$ cat src/rtl/opd_pkg.sv
package opd_pkg;

    typedef enum logic [2:0] {
        OPC_NONE   = 3'd0,
        OPC_SET    = 3'd1,
        OPC_CLR    = 3'd2,
        OPC_RELALL = 3'd3,
        OPC_TEST   = 3'd4
    } opc_e;

    typedef struct packed {
        logic set_one;
        logic clr_one;
        logic rel_all;
        logic test_one;
    } cmd_dec_t;

    function automatic cmd_dec_t decode_cmd(input logic [2:0] code);
        cmd_dec_t d;
        d = '0;
        case (code)
            OPC_SET:    d.set_one  = 1'b1;
            OPC_CLR:    d.clr_one  = 1'b1;
            OPC_RELALL: d.rel_all  = 1'b1;
            OPC_TEST:   d.test_one = 1'b1;
            default:    d = '0;
        endcase
        return d;
    endfunction

endpackage

$ cat src/rtl/opd_index_dec.sv
module opd_index_dec #(
    parameter int NUM_PINS = 8,
    parameter int IDX_W    = 4
) (
    input  logic                clk,
    input  logic                rst,
    input  logic                idx_we,
    input  logic [IDX_W-1:0]    idx_wdata,
    output logic [NUM_PINS-1:0] sel_onehot,
    output logic                idx_valid
);
    logic [IDX_W-1:0] idx_q;

    always_ff @(posedge clk) begin
        if (rst) begin
            idx_q <= '0;
        end else if (idx_we) begin
            idx_q <= idx_wdata;
        end
    end

    always_comb begin
        idx_valid = (32'(idx_q) < NUM_PINS);
        for (int i = 0; i < NUM_PINS; i++) begin
            sel_onehot[i] = idx_valid && (32'(idx_q) == i);
        end
    end

    p_sel_onehot_r2: assert property (@(posedge clk) disable iff (rst)
        $onehot0(sel_onehot));
    p_invalid_no_sel_r8: assert property (@(posedge clk) disable iff (rst)
        !idx_valid |-> (sel_onehot == '0));
endmodule

$ cat src/rtl/opd_latch_bank.sv
module opd_latch_bank
    import opd_pkg::*;
#(
    parameter int NUM_PINS = 8
) (
    input  logic                clk,
    input  logic                rst,
    input  cmd_dec_t            dec,
    input  logic [NUM_PINS-1:0] sel_onehot,
    output logic [NUM_PINS-1:0] latch_q
);
    for (genvar i = 0; i < NUM_PINS; i++) begin : g_bit
        always_ff @(posedge clk) begin
            if (rst) begin
                latch_q[i] <= 1'b1;
            end else if (dec.rel_all) begin
                latch_q[i] <= 1'b1;
            end else if (dec.set_one && sel_onehot[i]) begin
                latch_q[i] <= 1'b1;
            end else if (dec.clr_one && sel_onehot[i]) begin
                latch_q[i] <= 1'b0;
            end
        end
    end

    p_set_hits_r3: assert property (@(posedge clk) disable iff (rst)
        dec.set_one |=> ((latch_q & $past(sel_onehot)) == $past(sel_onehot)));
    p_clr_hits_r4: assert property (@(posedge clk) disable iff (rst)
        dec.clr_one |=> ((latch_q & $past(sel_onehot)) == '0));
    p_relall_r5: assert property (@(posedge clk) disable iff (rst)
        dec.rel_all |=> (latch_q == '1));
    p_oor_stable_r8: assert property (@(posedge clk) disable iff (rst)
        ((dec.set_one || dec.clr_one) && sel_onehot == '0) |=> $stable(latch_q));
    p_idle_stable_r12: assert property (@(posedge clk) disable iff (rst)
        (dec == '0) |=> $stable(latch_q));
endmodule

$ cat src/rtl/opd_skip_unit.sv
module opd_skip_unit
    import opd_pkg::*;
#(
    parameter int NUM_PINS = 8
) (
    input  logic                clk,
    input  logic                rst,
    input  cmd_dec_t            dec,
    input  logic [NUM_PINS-1:0] sel_onehot,
    input  logic [NUM_PINS-1:0] pin_in,
    output logic                skip_q
);
    logic sel_reads_low;

    assign sel_reads_low = (sel_onehot != '0) && ((pin_in & sel_onehot) == '0);

    always_ff @(posedge clk) begin
        if (rst) begin
            skip_q <= 1'b0;
        end else begin
            skip_q <= dec.test_one && sel_reads_low;
        end
    end

    p_skip_only_after_test_r7: assert property (@(posedge clk) disable iff (rst)
        !dec.test_one |=> !skip_q);
    p_oor_no_skip_r9: assert property (@(posedge clk) disable iff (rst)
        (dec.test_one && sel_onehot == '0) |=> !skip_q);
endmodule

$ cat src/rtl/opd_pin_mux.sv
module opd_pin_mux #(
    parameter int NUM_PINS   = 8,
    parameter int NUM_SHARED = 2
) (
    input  logic                  clk,
    input  logic                  rst,
    input  logic [NUM_PINS-1:0]   latch_q,
    input  logic [NUM_SHARED-1:0] cnt_mode,
    input  logic [NUM_SHARED-1:0] cnt_drive_low,
    output logic [NUM_PINS-1:0]   drive_low
);
    localparam int SHARED_BASE = NUM_PINS - NUM_SHARED;

    for (genvar i = 0; i < NUM_PINS; i++) begin : g_pin
        if (i >= SHARED_BASE) begin : g_shared
            assign drive_low[i] = cnt_mode[i-SHARED_BASE]
                                ? cnt_drive_low[i-SHARED_BASE]
                                : ~latch_q[i];
        end else begin : g_plain
            assign drive_low[i] = ~latch_q[i];
        end
    end

    p_plain_unaffected_r10: assert property (@(posedge clk) disable iff (rst)
        ($stable(latch_q) && $stable(cnt_drive_low))
            |-> $stable(drive_low[SHARED_BASE-1:0]));
endmodule

$ cat src/rtl/opd_port_ctrl.sv
module opd_port_ctrl
    import opd_pkg::*;
#(
    parameter int NUM_PINS   = 8,
    parameter int IDX_W      = 4,
    parameter int NUM_SHARED = 2
) (
    input  logic                  clk,
    input  logic                  rst,
    input  logic                  idx_we,
    input  logic [IDX_W-1:0]      idx_wdata,
    input  logic [2:0]            cmd,
    input  logic [NUM_PINS-1:0]   pin_in,
    input  logic [NUM_SHARED-1:0] cnt_mode,
    input  logic [NUM_SHARED-1:0] cnt_drive_low,
    output logic [NUM_PINS-1:0]   drive_low,
    output logic                  skip
);
    cmd_dec_t            dec;
    logic [NUM_PINS-1:0] sel_onehot;
    logic                idx_valid;
    logic [NUM_PINS-1:0] latch_q;

    assign dec = decode_cmd(cmd);

    opd_index_dec #(.NUM_PINS(NUM_PINS), .IDX_W(IDX_W)) u_idx (
        .clk(clk), .rst(rst), .idx_we(idx_we), .idx_wdata(idx_wdata),
        .sel_onehot(sel_onehot), .idx_valid(idx_valid)
    );

    opd_latch_bank #(.NUM_PINS(NUM_PINS)) u_latch (
        .clk(clk), .rst(rst), .dec(dec), .sel_onehot(sel_onehot), .latch_q(latch_q)
    );

    opd_skip_unit #(.NUM_PINS(NUM_PINS)) u_skip (
        .clk(clk), .rst(rst), .dec(dec), .sel_onehot(sel_onehot),
        .pin_in(pin_in), .skip_q(skip)
    );

    opd_pin_mux #(.NUM_PINS(NUM_PINS), .NUM_SHARED(NUM_SHARED)) u_mux (
        .clk(clk), .rst(rst), .latch_q(latch_q), .cnt_mode(cnt_mode),
        .cnt_drive_low(cnt_drive_low), .drive_low(drive_low)
    );

    p_reset_released_r1: assert property (@(posedge clk)
        $past(rst) |-> (latch_q == '1 && !skip));
    p_skip_pulse_r6: assert property (@(posedge clk) disable iff (rst)
        skip |=> !skip || $past(dec.test_one));
    p_dec_onehot_r12: assert property (@(posedge clk) disable iff (rst)
        $onehot0(dec));
    p_idx_valid_match_r2: assert property (@(posedge clk) disable iff (rst)
        idx_valid == (sel_onehot != '0));
endmodule

$ cat config.mk
export PLATFORM = sky130hd
export DESIGN_NAME = opd_port_ctrl
export DESIGN_NICKNAME = d
export VERILOG_FILES = /design/src/rtl/opd_pkg.sv /design/src/rtl/opd_index_dec.sv /design/src/rtl/opd_latch_bank.sv /design/src/rtl/opd_skip_unit.sv /design/src/rtl/opd_pin_mux.sv /design/src/rtl/opd_port_ctrl.sv
export SDC_FILE = /design/constraint.sdc
export NUM_CORES = 1
export LEC_CHECK = 0
export ABC_AREA = 1
export BUFFER_PORTS_ARGS = -buffer_cell sky130_fd_sc_hd__buf_4
export CORE_AREA = 2 2 47 59
export CTS_BUF_LIST = sky130_fd_sc_hd__clkbuf_16
export DETAILED_ROUTE_END_ITERATION = 10
export DIE_AREA = 0 0 49 61
export PLACE_DENSITY = 0.53
export SYNTH_ARGS = -nofsm -noshare
export SYNTH_HDL_FRONTEND = slang
export SYNTH_SLANG_ARGS = --single-unit
$ cat constraint.sdc
create_clock -name clk -period 2.07 [get_ports clk]
set_input_delay 0.414 -clock clk [delete_from_list [all_inputs] [get_ports clk]]
set_output_delay 0.414 -clock clk [all_outputs]
set_load 0.005 [all_outputs]
==> flow_results.org, run 1 <==
** Worst hold path
- The worst hold path belongs to the class primary input to flop.
- For hold timing, the worst endpoint is u_idx.idx_q[3].
- The worst hold path passes through 3 cells.
- Hold Crit Start :: idx_wdata[3]

** STA
- Final Cycle Share :: 0.5946
- The clock arrives with 0.0006241 ns of skew.
- Slack of the critical path :: 0.8391 ns
- Headroom to the max-slew limit came out at 0.7720.
- The worst path in the final design needs a cycle of 1.231 ns, including I/O delays and setup.
- Max Transition Viols Final :: 0
- Setup repair after global routing left no endpoint under its margin.
- Total count of hold-check failures in the final report :: 0
- Final total negative setup slack :: 0 ns
- For the pin with the worst max-slew slack, the measured transition is 0.3416 ns.
- Final count of negative-setup-slack endpoints :: 0
- Based on the critical path, the design can be clocked at up to 0.8124 GHz.

** Synthesis
- Post-Syn Nets :: 135
- Number of flip-flops and latches in the synthesized netlist :: 13
- Portion of the post-synthesis area used by sequential elements :: 0.3721
- Post-Synthesis Cells :: 113
- The netlist uses 13 different library cells.
- Synth Area per Inst :: 6.190 um^2
- YS warnings :: 0
- Post-Synthesis Cell Area :: 699.4 um^2

** Pwr
- Largest vdd supply drop :: 0.4694 mV
- Areal power density over the cells :: 696.0 nW/um^2
- In this run the static leakage power is 0.5399 nW.

** Critical path
- Startpoint of the most critical register-to-register path :: u_idx.idx_q[3]
- CP Data Arrival Time :: 0.82 ns
- For the worst flop-to-flop path, the logic depth is 6.
- The critical path is of the flop to primary output type.
- Endpoint of the lowest-slack register-to-register path :: u_skip.skip_q
- Reg-to-reg setup timing slack :: 0.95 ns
- STA classifies the critical path startpoint as a flop.
- STA puts the critical path data required time at 1.66 ns.
- Kind of capture point of the worst setup path :: primary output
- Crit path max fanout :: 2

** Routing
- Antenna-violating nets left :: 0
- For this run, the detailed router's first-pass iteration total came to 4.
- In the routed design, unresolved DRC markers number 0.
- After detailed routing, the average wire length per cell comes to 9.261 um.
- The routed design has 1.667 mm of wire.
- Summing over every cut layer, the via total after detailed routing is 771.
- Post-detailed-route via-to-cell ratio :: 4.283
- For this block, the initial DRC count from the detailed router was 10.

** CTS
- Deepest level of the CTS H-tree :: 1
- Clock latency reported for the late side of the worst-skew pair :: 0.24 ns
- Bufs on Longest Clock Path :: 2
- Hold repair after CTS inserted 0 buffers.
- CTS placed an instance of clkbuf_16 at the clock tree root.
- Counting the buffers created by CTS gives 3.
- Number of gates resized after cts :: 0
- Count of buffers added by post-CTS timing repair for setup :: 0
- TritonCTS built the clock tree.
- Clock-pin slew of the registers on the worst-case setup and hold paths :: 0.04 ns
- Number of sinks driven by the clock tree :: 13

** Place
- Last weighted congestion value of the routability-driven placer :: 0.7236
- Pre-CTS setup slack :: 0.8412 ns
- Port bufs :: 30
- Summing all placed instances gives a cell area of 965.9 um^2.
- Summed over all nets, the half-perimeter wirelength after detailed placement is 1.379 mm.

** Cells and area
- Final standard cell area without fillers :: 1045 um^2
- After the last flow step, the layout net total stands at 170.
- Antenna fix cells :: 0
- Once layout is complete, the utilization of the core stands at 0.4304.
- Counting the fill cells in the layout gives 285.
- The area growth from synthesis to layout is 49.37%.
- Share of layout cells above drive strength 1 :: 0.3061

** GRT
- Total grt overflow :: 0
- Initial antenna violation count :: 0
- Maximum number of pins on one net before global-route repair :: 9
- In the global route stage, overall resource usage came out at 0.1329.
- Number of global-route vias before repair :: 723
- The first global-routing pass estimated 2.987 mm of wire.

** Die
- The initialized floorplan defines 20 standard-cell rows.
- The initial utilization of the core area, before any placement, comes to 0.2881.
- DIE WIDTH :: 49 um
- Die Footprint :: 2989 um^2
- During I/O placement, the number of pins put on the boundary was 31.
- Core area :: 2427 um^2
- The die is 61 um tall.

** Run status
- Status :: complete, no violations

** Flow run
- Maxcap violations :: 0
-- power by group --
group,switching [mW],internal (mW)
combinational,0.0549,0.0495
clock,0.103,0.254
sequential,0.00686,0.259
total,0.164,0.563
-- sequential cells by signal (all words and copies together), names as in the netlist --
signal and cells:
u_latch.latch_q 8, u_idx.idx_q 4, u_skip.skip_q 1
-- final cells by class --
| type | instances | area (um^2) | area share |
|---|---|---|---|
| Tap cell | 33 | 41.29 | 0.03952 |
| Clock buffer | 3 | 75.07 | 0.07186 |
| Timing Repair Buffer | 30 | 225.2 | 0.2156 |
| Multi-Input combinational cell | 82 | 371.6 | 0.3557 |
| Inverter | 18 | 67.56 | 0.06467 |
| Clock inverter | 1 | 3.754 | 0.003593 |
| Sequential cell | 13 | 260.3 | 0.2491 |
-- Yosys cell counts --
cell | n | area (um^2)
nor2_2 | 6 | 37.54
nand2_2 | 3 | 18.77
dfxtp_1 | 13 | 260.3
a21oi_1 | 3 | 15.01
inv_1 | 16 | 60.06
o21ai_0 | 7 | 35.03
nand4_1 | 1 | 6.260
o21ai_1 | 7 | 35.03
nand2_1 | 23 | 86.33
nand3_1 | 8 | 40.04
nor2_4 | 1 | 11.26
inv_2 | 2 | 7.510
nor2_1 | 23 | 86.33
-- per-stage QoR --
step / hold WS, ns / total power [mW] / std cells
6_report: 0.4000 / 0.7272 / 180
5_1_grt: 0.4341 / 0.7648 / 180
4_1_cts: 0.4001 / 0.7347 / 180
3_5_place_dp: 0.4449 / 0.3760 / 176
3_3_place_gp: 0.4364 / 0.3738 / 176
2_1_floorplan: 0.4176 / 0.3246 / 113
-- logic make-up after synthesis --
family,after synthesis,share of synthesized area
compound gates,17,0.1216
flops,13,0.3721
simple gates,65,0.4097
buf+inv,18,0.09661
-- layer usage --
layer	share of wire	vias to the layer above	wire length (um)	GRT usage
met2	0.46	23	769	0.2290
met1	0.45	325	754	0.1502
li1	-	419	-	-
met5	0	-	0	0
met4	0.026	0	43	0.09388
met3	0.060	4	100	0.02709
-- critical path, cell delays in order (launching register included) --
cell and delay [ns]:
dfxtp_1 0.30, o21ai_0 0.15, buf_4 0.13
-- how the worst max path moves through the flow --
stage	endpoint	start	slack, ns	cells after the start
final	drive_low[7]	u_latch.latch_q[7]	0.84	2
after global routing	drive_low[7]	u_latch.latch_q[7]	0.74	2
after CTS	drive_low[7]	u_latch.latch_q[7]	0.83	2
after detailed placement	u_latch.latch_q[7]	cmd[1]	0.84	6
after global placement	drive_low[6]	cnt_mode[0]	0.87	3
after floorplan	drive_low[6]	cnt_mode[0]	1.07	1
-- placed cells by master (no fill, tap or decap) --
| master | count |
|---|---|
| a21oi_1 | 3 |
| buf_4 | 30 |
| clkbuf_16 | 3 |
| dfxtp_1 | 13 |
| inv_1 | 17 |
| inv_2 | 2 |
| nand2_1 | 23 |
| nand2_2 | 3 |
| nand3_1 | 8 |
| nand4_1 | 1 |
| nor2_1 | 23 |
| nor2_2 | 6 |
| nor2_4 | 1 |
| o21ai_0 | 7 |
| o21ai_1 | 7 |
No activity file was read; power rests on OpenSTA's default activity.
==> run 2: changes to the inputs <==
--- a/config.mk
+++ b/config.mk
@@ -5,13 +5,13 @@
 export SDC_FILE = /design/constraint.sdc
 export NUM_CORES = 1
 export LEC_CHECK = 0
-export ABC_AREA = 1
+export ABC_AREA = 0
 export BUFFER_PORTS_ARGS = -buffer_cell sky130_fd_sc_hd__buf_4
-export CORE_AREA = 2 2 47 59
+export CORE_AREA = 2 2 45 57
 export CTS_BUF_LIST = sky130_fd_sc_hd__clkbuf_16
 export DETAILED_ROUTE_END_ITERATION = 10
-export DIE_AREA = 0 0 49 61
-export PLACE_DENSITY = 0.53
+export DIE_AREA = 0 0 47 59
+export PLACE_DENSITY = 0.54
 export SYNTH_ARGS = -nofsm -noshare
 export SYNTH_HDL_FRONTEND = slang
 export SYNTH_SLANG_ARGS = --single-unit
==> constraint.sdc (replaced) <==
create_clock -name clk -period 1.2 [get_ports clk]
set_input_delay 0.24 -clock clk [delete_from_list [all_inputs] [get_ports clk]]
set_output_delay 0.24 -clock clk [all_outputs]
set_load 0.005 [all_outputs]
==> run 2 against run 1 <==
  * The flow now finishes with violations (setup timing)
  * Cell count fell by 24%
  * Highest routed layer unchanged
  * Synthesized area shrank 7.7%
  * Clock power increased by 78%
  * Power is 75% higher
==> flow_results.org, run 2 <==
** Run status
- The run finished, with violations left.
- The final reports fail on setup timing.

** Pwr
- Sequential Power Share :: 0.361
- Power Total :: 1.275 mW
- Static Leakage :: 0.5172 nW
- The share of total power dissipated in combinational logic is 0.141.
- Largest vdd supply drop :: 0.7747 mV
- For this design the total switching power over the nets is 0.2805 mW.
- Clock share of power :: 0.498
- Share of total power consumed by net switching :: 0.2199
- Internal power comes to 0.9949 mW.
- Areal power density over the cells :: 1202 nW/um^2

** GRT
- Number of global-route vias before repair :: 645
- Summed over all layers, the global routing overflow is 0.
- The number of antenna violations at the first check in global routing is 0.
- Across every metal layer, demand over resource in global routing totals 0.1398.
- Entering global routing, the biggest net connects 9 pins.
- Wire length of the first global-routing pass :: 2.773 mm

** STA
- Setup repair after global routing could not meet its margin everywhere.
- Final Cycle Share :: 1.067
- Setup violations remaining at the end of the flow were counted as 5.
- The hold violation count in the final report was 0.
- Subtracting the final worst setup slack from the clock period gives 1.280 ns.
- Static timing analysis puts the maximum clock frequency at 0.7813 GHz.
- In the post-route analysis, the smallest setup slack over all paths is -0.07986 ns.
- Headroom to the max-slew limit came out at 0.7843.
- Max Transition Viols Final :: 0
- Transition time of the tightest slew-check pin :: 0.3232 ns
- Final total negative setup slack :: -0.1627 ns
- Final clock skew :: 0.004083 ns

** Cells and area
- In the final layout, the share of cells above drive strength 1 is 0.5377.
- Most frequent standard cell in the layout excluding fill and tap cells :: buf_4
- The final layout contains 129 nets.
- In the layout the commonest cells are buf_4 (36), dfxtp_1 (9), nand3_1 (8), a221o_1 (8), inv_1 (7).
- The number of antenna diodes in the final layout is 0.
- From synthesis to final layout, the design area changed by 64.34%.
- Once layout is done, the placed cells without fillers occupy 1061 um^2.
- Number of flip-flops under the largest register name :: 8
- Fillcell total :: 215
- The register with the most flip-flops in the final layout is u_latch.latch_q.
- The largest registers in the layout are u_latch.latch_q x8, u_idx.idx_q x4, u_skip.skip_q x1.

** Synthesis
- YS warnings :: 0
- Synth Area per Inst :: 9.494 um^2
- The commonest cells after synthesis are dfxtp_1 (13), a221o_1 (8), nand3_1 (8).
- The number of nets handed over by synthesis was 90.
- Cells taking the most area after synthesis :: dfxtp_1 (40%), a221o_1 (12%), mux2i_1 (7.8%)
- Counting flops and latches in the post-synthesis netlist gives 13.
- Count of cell types in the netlist :: 20
- The biggest area contributor in the post-synthesis netlist is dfxtp_1.
- Synthesis handed over a netlist of 68 instances.
- Number of enable flip-flop cells after synthesis :: 0
- Async set-reset flop share out of synthesis :: 0
- Post-Synthesis Cell Area :: 645.6 um^2
- Most used flip-flop cell after synthesis :: dfxtp_1
- Most instantiated library cell after synthesis :: dfxtp_1
- Portion of the post-synthesis area used by sequential elements :: 0.4031
- Share of the synthesized area in the top cell type :: 0.4031

** Die
- Core area :: 2187 um^2
- The floorplan step set the die height to 59 um.
- Io pins :: 31
- For this configuration, the core starts out at a cell density of 0.2952.
- Die Footprint :: 2773 um^2
- The floorplan step set the die width to 47 um.
- Number of rows in the core area :: 19

** Critical path
- Slowest Stage Delay on Critical Path :: 0.48 ns
- Buffers & Inverters on Critical Path :: 0
- Of all nets on the critical path, the largest fanout is 4.
- For the worst setup path, the data required time is 1.39 ns.
- The kind of cell with the highest combined delay along the critical path is simple AND/OR/NAND/NOR gates.
- The critical path is of the flop to flop type.
- CP Data Arrival Time :: 1.47 ns
- Slowest stage cell on the critical path :: or4b_4
- Kind of capture point of the worst setup path :: flop
- Critical Path, Cell by Cell :: or4b_4, a311oi_2, o311a_1
- The worst setup path is launched from a flop.

** CTS
- Counting along the longest clock path gives a buffer depth of 2.
- TritonCTS built the clock tree.
- In this run the number of H-tree levels came out at 1.
- Number of sinks driven by the clock tree :: 13
- In this run, CTS created clock tree buffers numbering 3.
- Root Driver :: clkbuf_16
- Clock latency reported for the late side of the worst-skew pair :: 0.24 ns
- Clock-pin slew of the registers on the worst-case setup and hold paths :: 0.05 ns

** Place
- Estimated wirelength of the detail-placed design :: 1.312 mm
- Last weighted congestion value of the routability-driven placer :: 0.6610
- Placed cell area :: 958.4 um^2
- Port bufs :: 30

** Flow run
- Maxcap violations :: 0

** Routing
- After detailed routing, the number of vias per cell comes to 4.956.
- After detailed routing, the average wire length per cell comes to 12.98 um.
- After detailed routing, the number of remaining DRC violations is 0.
- The count of nets left with antenna violations once routing finished came out at 0.
- Starting DRT DRC Count :: 10
- Number of iterations in the first detailed-routing pass :: 4
- Final wirelength :: 1.778 mm
- Via count of the routed design :: 679

** Worst hold path
- The worst hold path belongs to the class primary input to flop.
-- run 2: cells by family after synthesis --
family	share of synthesized area
AOI/OAI and AO/OA	0.1958
DFF	0.4031
buffers and inverters	0.05234
and+or+nand+nor	0.2190
muxes	0.1298
-- run 2: path summary, 6_finish.rpt --
| kind | start | to | slack [ns] | cells after the start |
|---|---|---|---|---|
| max | u_idx.idx_q[3] | u_skip.skip_q | -0.08 | 3 |
| min | rst | u_idx.idx_q[3] | 0.20 | 2 |
| max reg2reg | u_idx.idx_q[3] | u_skip.skip_q | -0.08 | 3 |
| min reg2reg | u_latch.latch_q[7] | u_latch.latch_q[7] | 0.48 | 1 |
-- run 2: stage by stage --
step	util	setup WS, ns	std cells	hold slack (ns)
4_1_cts	0.4760	-0.07074	137	0.2001
3_3_place_gp	0.4382	-0.1301	134	0.4627
2_1_floorplan	-	-0.001686	68	0.3124
3_5_place_dp	0.4382	-0.1547	134	0.4602
5_1_grt	0.4851	-0.1138	137	0.2202
6_report	0.4851	-0.07986	137	0.2046
-- run 2: final cells by class --
class / count / area (um^2) / area share
well taps: 31 / 38.79 / 0.03656
multi-input cells: 46 / 380.4 / 0.3585
flip-flops and latches: 13 / 265.3 / 0.2500
clock buffers: 3 / 75.07 / 0.07075
repair buffers: 36 / 270.3 / 0.2547
clock inverters: 1 / 5.005 / 0.004717
inverters: 7 / 26.28 / 0.02476
-- run 2: power by group through the flow --
| stage | logic [mW] | clock network (mW) | registers, mW |
|---|---|---|---|
| final | 0.180 | 0.636 | 0.460 |
| after global routing | 0.198 | 0.659 | 0.462 |
| after CTS | 0.173 | 0.636 | 0.459 |
| after detailed placement | 0.173 | 0 | 0.464 |
| after global placement | 0.170 | 0 | 0.464 |
| after floorplan | 0.0768 | 0 | 0.460 |
-- run 2: layer usage --
| metal | GRT usage | part of all wire | up-vias |
|---|---|---|---|
| met3 | 0.03659 | 0.063 | 4 |
| met1 | 0.1657 | 0.41 | 313 |
| met4 | 0.05952 | 0.013 | 0 |
| li1 | - | - | 332 |
| met2 | 0.2309 | 0.51 | 30 |
| met5 | 0 | 0 | - |
-- run 2: worst register-to-register path, cell delays in order (launching register included) --
cell	delay (ns)
dfxtp_2	0.33
or4b_4	0.48
a311oi_2	0.21
o311a_1	0.20
-- run 2: what timing repair did --
action	4_1_cts	5_1_grt
resized for setup	6	4
hold endpoints to repair	0	0
pin swaps	3	0
setup endpoints to repair	9	6
setup buffers	0	0
hold buffers	0	0
